`config.mk`:
```
export PLATFORM = sky130hd
export DESIGN_NAME = softstart_hiccup_seq
export DESIGN_NICKNAME = d
export VERILOG_FILES = /design/src/rtl/sseq_pkg.sv /design/src/rtl/sseq_ramp_ctr.sv /design/src/rtl/sseq_blank_ctr.sv /design/src/rtl/sseq_fsm.sv /design/src/rtl/softstart_hiccup_seq.sv
export SDC_FILE = /design/constraint.sdc
export NUM_CORES = 1
export LEC_CHECK = 0
export BUFFER_PORTS_ARGS = -buffer_cell sky130_fd_sc_hd__buf_4
export CAP_MARGIN = 20
export CORE_MARGIN = 2
export CORE_UTILIZATION = 35
export CTS_BUF_LIST = sky130_fd_sc_hd__clkbuf_16
export CTS_CLUSTER_DIAMETER = 150
export DETAILED_ROUTE_END_ITERATION = 8
export PLACE_DENSITY = 0.53
export SYNTH_ARGS = -nofsm -noshare
export SYNTH_HDL_FRONTEND = slang
export SYNTH_SLANG_ARGS = --single-unit
```
`constraint.sdc`:
```
create_clock -name clk -period 1.9 [get_ports clk]
set_input_delay 0.285 -clock clk [delete_from_list [all_inputs] [get_ports clk]]
set_output_delay 0.285 -clock clk [all_outputs]
set_load 0.01 [all_outputs]
```
`src/rtl/sseq_pkg.sv`:
```
package sseq_pkg;

  typedef enum logic [2:0] {
    SQ_IDLE  = 3'd0,
    SQ_RAMP  = 3'd1,
    SQ_RUN   = 3'd2,
    SQ_BLANK = 3'd3,
    SQ_RETRY = 3'd4
  } sq_state_e;

  function automatic logic sq_drives_output(input sq_state_e s);
    return (s == SQ_RAMP) || (s == SQ_RUN) || (s == SQ_RETRY);
  endfunction

endpackage

```
`src/rtl/sseq_ramp_ctr.sv`:
```
module sseq_ramp_ctr #(
  parameter int W = 10
) (
  input  logic         clk,
  input  logic         rst_n,
  input  logic         clr,
  input  logic         adv,
  output logic [W-1:0] code,
  output logic         last
);
  localparam logic [W-1:0] FULL = {W{1'b1}};
  localparam logic [W-1:0] PRE  = FULL - {{(W-1){1'b0}}, 1'b1};

  logic [W-1:0] code_q, code_d;

  always_comb begin
    code_d = code_q;
    if (clr) begin
      code_d = '0;
    end else if (adv && (code_q != FULL)) begin
      code_d = code_q + {{(W-1){1'b0}}, 1'b1};
    end
  end

  always_ff @(posedge clk or negedge rst_n) begin
    if (!rst_n) code_q <= '0;
    else        code_q <= code_d;
  end

  assign code = code_q;
  assign last = (code_q == PRE);
endmodule

```
`src/rtl/sseq_blank_ctr.sv`:
```
module sseq_blank_ctr #(
  parameter int RAMPS = 3
) (
  input  logic clk,
  input  logic rst_n,
  input  logic clr,
  input  logic inc,
  output logic last
);
  generate
    if (RAMPS <= 1) begin : g_single
      assign last = 1'b1;
    end else begin : g_count
      localparam int CW = $clog2(RAMPS);
      localparam logic [CW-1:0] TOP = CW'(RAMPS - 1);
      logic [CW-1:0] cnt_q, cnt_d;

      always_comb begin
        cnt_d = cnt_q;
        if (clr)      cnt_d = '0;
        else if (inc) cnt_d = cnt_q + {{(CW-1){1'b0}}, 1'b1};
      end

      always_ff @(posedge clk or negedge rst_n) begin
        if (!rst_n) cnt_q <= '0;
        else        cnt_q <= cnt_d;
      end

      assign last = (cnt_q == TOP);
    end
  endgenerate
endmodule

```
`src/rtl/sseq_fsm.sv`:
```
module sseq_fsm
  import sseq_pkg::*;
(
  input  logic      clk,
  input  logic      rst_n,
  input  logic      go,
  input  logic      oc,
  input  logic      tick,
  input  logic      ramp_last,
  input  logic      blank_last,
  output sq_state_e state,
  output logic      ctr_clr,
  output logic      ctr_adv,
  output logic      blk_clr,
  output logic      blk_inc
);
  sq_state_e st_q, st_d;

  always_comb begin
    st_d    = st_q;
    ctr_clr = 1'b0;
    ctr_adv = 1'b0;
    blk_clr = 1'b0;
    blk_inc = 1'b0;
    if (!go) begin
      st_d    = SQ_IDLE;
      ctr_clr = 1'b1;
      blk_clr = 1'b1;
    end else begin
      case (st_q)
        SQ_IDLE: begin
          st_d    = SQ_RAMP;
          ctr_clr = 1'b1;
          blk_clr = 1'b1;
        end
        SQ_RAMP, SQ_RETRY: begin
          if (oc) begin
            st_d    = SQ_BLANK;
            ctr_clr = 1'b1;
            blk_clr = 1'b1;
          end else if (tick) begin
            ctr_adv = 1'b1;
            if (ramp_last) st_d = SQ_RUN;
          end
        end
        SQ_RUN: begin
          if (oc) begin
            st_d    = SQ_BLANK;
            ctr_clr = 1'b1;
            blk_clr = 1'b1;
          end
        end
        SQ_BLANK: begin
          if (tick) begin
            if (ramp_last) begin
              ctr_clr = 1'b1;
              if (blank_last) begin
                st_d    = SQ_RETRY;
                blk_clr = 1'b1;
              end else begin
                blk_inc = 1'b1;
              end
            end else begin
              ctr_adv = 1'b1;
            end
          end
        end
        default: begin
          st_d    = SQ_IDLE;
          ctr_clr = 1'b1;
          blk_clr = 1'b1;
        end
      endcase
    end
  end

  always_ff @(posedge clk or negedge rst_n) begin
    if (!rst_n) st_q <= SQ_IDLE;
    else        st_q <= st_d;
  end

  assign state = st_q;
endmodule

```
`src/rtl/softstart_hiccup_seq.sv`:
```
module softstart_hiccup_seq
  import sseq_pkg::*;
#(
  parameter int SS_BITS     = 10,
  parameter int DELAY_RAMPS = 3
) (
  input  logic               clk,
  input  logic               rst_n,
  input  logic               tick_i,
  input  logic               por_ok_i,
  input  logic               enable_i,
  input  logic               oc_i,
  output logic [SS_BITS-1:0] ss_code_o,
  output logic               pwm_allow_o,
  output logic               osc_run_o
);
  sq_state_e           state;
  logic                ctr_clr, ctr_adv, blk_clr, blk_inc;
  logic                ramp_last, blank_last;
  logic [SS_BITS-1:0]  code;
  logic                go;

  assign go = por_ok_i & enable_i;

  sseq_fsm u_fsm (
    .clk        (clk),
    .rst_n      (rst_n),
    .go         (go),
    .oc         (oc_i),
    .tick       (tick_i),
    .ramp_last  (ramp_last),
    .blank_last (blank_last),
    .state      (state),
    .ctr_clr    (ctr_clr),
    .ctr_adv    (ctr_adv),
    .blk_clr    (blk_clr),
    .blk_inc    (blk_inc)
  );

  sseq_ramp_ctr #(.W(SS_BITS)) u_ramp (
    .clk   (clk),
    .rst_n (rst_n),
    .clr   (ctr_clr),
    .adv   (ctr_adv),
    .code  (code),
    .last  (ramp_last)
  );

  sseq_blank_ctr #(.RAMPS(DELAY_RAMPS)) u_blank (
    .clk   (clk),
    .rst_n (rst_n),
    .clr   (blk_clr),
    .inc   (blk_inc),
    .last  (blank_last)
  );

  assign pwm_allow_o = sq_drives_output(state);
  assign osc_run_o   = (state != SQ_IDLE);
  assign ss_code_o   = pwm_allow_o ? code : '0;
endmodule

```
==> flow_metrics.env <==
export IMPL_dp_cells=190
export IMPL_outcome="finished clean"
export IMPL_crit_top_cell="a21oi_2"
export IMPL_fin_cells=206
export IMPL_cp_start_kind="flip-flop"
export IMPL_die_h_um=61.26
export IMPL_drt_iter0_markers=38
export IMPL_path_class="reg2reg"
export IMPL_grt_pass1_vias=967
export IMPL_cp_max_fo=5
export IMPL_slew_violations=0
export IMPL_drc=0
export IMPL_synth_ff_type="dfrtp_1"
export IMPL_rrSetupSlack_ns=0.02
export IMPL_antenna_cells=0
export IMPL_yosysSeqAreaShare_pct=32.72
export IMPL_tightestPinTransition_ns=0.5126
export IMPL_pwr_density_cell_nw_per_um2=515.3
export IMPL_cap_violations=0
export IMPL_layout_drive_gt1_share_pct=41.98
export IMPL_fp_row_count=20
export IMPL_muxShareOfSynthArea_pct=1.854
export IMPL_final_setup_worst_slack_ns=0.02300
export IMPL_path_cells="buf_6 > buf_12 > xor2_2 > a21oi_2 > a2111oi_4 > nand4_1 > a21oi_2"
export IMPL_syn_area_um2=1147
export IMPL_total_leakage_power_nw=0.6554
export IMPL_ir_drop_mv=0.3838
export IMPL_ys_warn_count=0
export IMPL_synth_xor_area_share_pct=5.998
export IMPL_cts_tree="yes"
export IMPL_dieArea_um2=3752
export IMPL_cp_end_kind="flip-flop"
export IMPL_fmax_mhz=532.8
export IMPL_grt_overflow=0
export IMPL_crit_path_end="u_ramp.code[7]"
export IMPL_numCtsBuffers=3
export IMPL_worst_r2r_cell_count=7
export IMPL_core_area_um2=3078
export IMPL_fin_skew_ns=0.001845
export IMPL_dr_total_vias=1046
export IMPL_port_buffers=17
export IMPL_synth_compound_area_share_pct=19.74
export IMPL_setup_viol=0
export IMPL_synth_top_family_by_area="simple AND/OR/NAND/NOR gates"
export IMPL_dr_pass1_iters=4
export IMPL_die_w_um=61.26
export IMPL_hold_viol=0
export IMPL_regToRegStartpoint="u_fsm.state[2]"
export IMPL_clockBufferDepth=2
export IMPL_r2r_end="u_ramp.code[7]"
export IMPL_vias_per_cell=5.078
export IMPL_routedWlPerCell_um=13.65
export IMPL_synth_avg_cell_area_um2=9.253
export IMPL_synth_distinct_cells=46
export IMPL_synth_async_sr_flop_share_pct=100.0
export IMPL_netlist_instances=124
export IMPL_clock_sinks=15
export IMPL_cp_slowest_cell="a2111oi_4"
export IMPL_layout_nets=172
export IMPL_ys_ff_latch=15
export IMPL_hold_path_class="in2reg"
export IMPL_hp_start="enable_i"
export IMPL_root_buffer="clkbuf_16"
export IMPL_routabilityCongestion=0.8157
export IMPL_seqCellArea_um2=377.9
export IMPL_cts_htree_levels=1
export IMPL_synth_edff_count=0
export IMPL_multi_input_area_um2=767.0
export IMPL_initial_core_util_pct=37.28
export IMPL_crit_arrival_ns=2.05
export IMPL_nFillCells=286
export IMPL_insertion_delay_ns=0.24
export IMPL_slowest_delay_ns=0.51
export IMPL_io_pins=18
export IMPL_final_util_pct=53.54
export IMPL_postRouteAntennaNets=0
export IMPL_clk_pin_slew_ns=0.05
export IMPL_max_slew_margin_pct=65.83
export IMPL_min_period_ns=1.877
export IMPL_finalCritPeriodShare_pct=98.79
export IMPL_rsz0062_at_grt="yes"
export IMPL_grt_pass1_wl_um=4526
export IMPL_synth_simple_area_share_pct=30.43
export IMPL_dp_hpwl_um=1977
export IMPL_pre_cts_slack_ns=0.03251
export IMPL_area_growth_pct=43.62
export IMPL_grt_antenna_before_repair=0
export IMPL_grt_usage_pct=16.41
export IMPL_grt_max_degree=16
export IMPL_wirelength_um=2812
export IMPL_synthAdderAreaFrac_pct=3.272
export IMPL_cp_startpoint="u_fsm.state[2]"
export IMPL_worstPathRequired_ns=2.07
export IMPL_synth_nets=133
## stage by stage
step                hold WS (ns)  power (mW)  TNS [ns]  instance area (µm²)
floorplan               -0.01059      0.3742         0                 1147
global route              0.4568      0.8773  -0.03850                 1648
global placement          0.1570      0.4093         0                 1366
finish                    0.4271      0.8492         0                 1648
CTS                       0.4080      0.8389  -0.01116                 1526
detailed placement        0.1588      0.4107         0                 1366
## worst min-delay path by stage
stage | to | slack [ns] | cells past startpoint
2_1_floorplan | u_blank.g_count.cnt_q[0] | -0.01 | 0
3_3_place_gp | u_fsm.state[1] | 0.16 | 1
3_5_place_dp | u_fsm.state[1] | 0.16 | 1
4_1_cts | u_fsm.state[1] | 0.41 | 3
5_1_grt | u_fsm.state[1] | 0.46 | 3
6_report | u_fsm.state[1] | 0.43 | 3
## final cells by class
| class | count | share of cell area (%) |
|---|---|---|
| Clock buffer | 3 | 4.556 |
| Clock inverter | 1 | 0.2278 |
| Inverter | 6 | 1.367 |
| Multi-Input combinational cell | 97 | 46.55 |
| Sequential cell | 15 | 22.93 |
| Tap cell | 44 | 3.341 |
| Timing Repair Buffer | 40 | 21.03 |
## power breakdown
part | total (mW) | switching, mW | internal (mW)
Clock | 0.413 | 0.134 | 0.279
Sequential | 0.325 | 0.00265 | 0.322
Combinational | 0.111 | 0.0582 | 0.0527
Total | 0.849 | 0.195 | 0.654
## sequential cells by signal (all words and copies together), names as in the netlist
| name | cells |
|---|---|
| u_ramp.code | 10 |
| u_fsm.state | 3 |
| u_blank.g_count.cnt_q | 2 |
## cells by family (layout without fill, tap and decap cells)
| family | Yosys count | count (layout) |
|---|---|---|
| mux | 2 | 2 |
| fa+ha+maj | 3 | 3 |
| simple gates | 57 | 57 |
| buf+inv | 12 | 50 |
| flops | 15 | 15 |
| compound gates | 28 | 28 |
| xor+xnor | 7 | 7 |
## critical path: cells and delay by family (launching register included)
| kind | cells | cell delay [ns] |
|---|---|---|
| AO/OA/AOI/OAI | 3 | 0.78 |
| flip-flops | 1 | 0.43 |
| buffers and inverters | 2 | 0.27 |
| AND/OR/NAND/NOR | 1 | 0.20 |
| XOR/XNOR | 1 | 0.13 |
## cell usage in the layout, fill, tap and decap left out, types with 3 or more instances in the layout
master / count
dfrtp_1: 13
clkbuf_16: 3
nand4_1: 5
buf_6: 5
nor2_1: 10
a211oi_1: 3
nand2_1: 7
a21oi_2: 4
buf_4: 32
a31oi_1: 3
a21oi_1: 5
xnor2_1: 5
inv_1: 7
nand3_1: 3
nor3_1: 3
and2_1: 10
## cells in the mapped netlist, types with 3 or more instances
| cell type | n | area [µm²] |
|---|---|---|
| dfrtp_1 | 15 | 375.4 |
| nor3_1 | 3 | 15.01 |
| nand3_1 | 3 | 15.01 |
| nor2_1 | 10 | 37.54 |
| nand2_1 | 7 | 26.28 |
| a21oi_1 | 7 | 35.03 |
| and2_1 | 11 | 68.82 |
| nand4_1 | 5 | 31.28 |
| a31oi_1 | 3 | 18.77 |
| xnor2_1 | 6 | 52.55 |
| ha_1 | 3 | 37.54 |
| a211oi_1 | 4 | 30.03 |
| inv_1 | 6 | 22.52 |
## routing by layer
layer	part of all wire [%]	wire length, µm	vias to the layer above	GRT usage (%)
li1	-	-	533	-
met1	48	1348	489	22.05
met2	48	1338	20	27.36
met3	3.5	98	4	2.521
met4	0.96	27	0	4.658
met5	0	0	-	0
## timing repair
| action | in CTS | in global routing |
|---|---|---|
| endpoints found under the hold margin | 15 | 0 |
| pin swaps | 1 | 4 |
| hold buffers | 1 | 0 |
| cloned | 1 | 0 |
| gates resized for setup | 13 | 9 |
| buffers inserted | 1 | 9 |
| endpoints found under the setup margin | 10 | 18 |
Note: power is estimated with default switching activity, not from simulation.
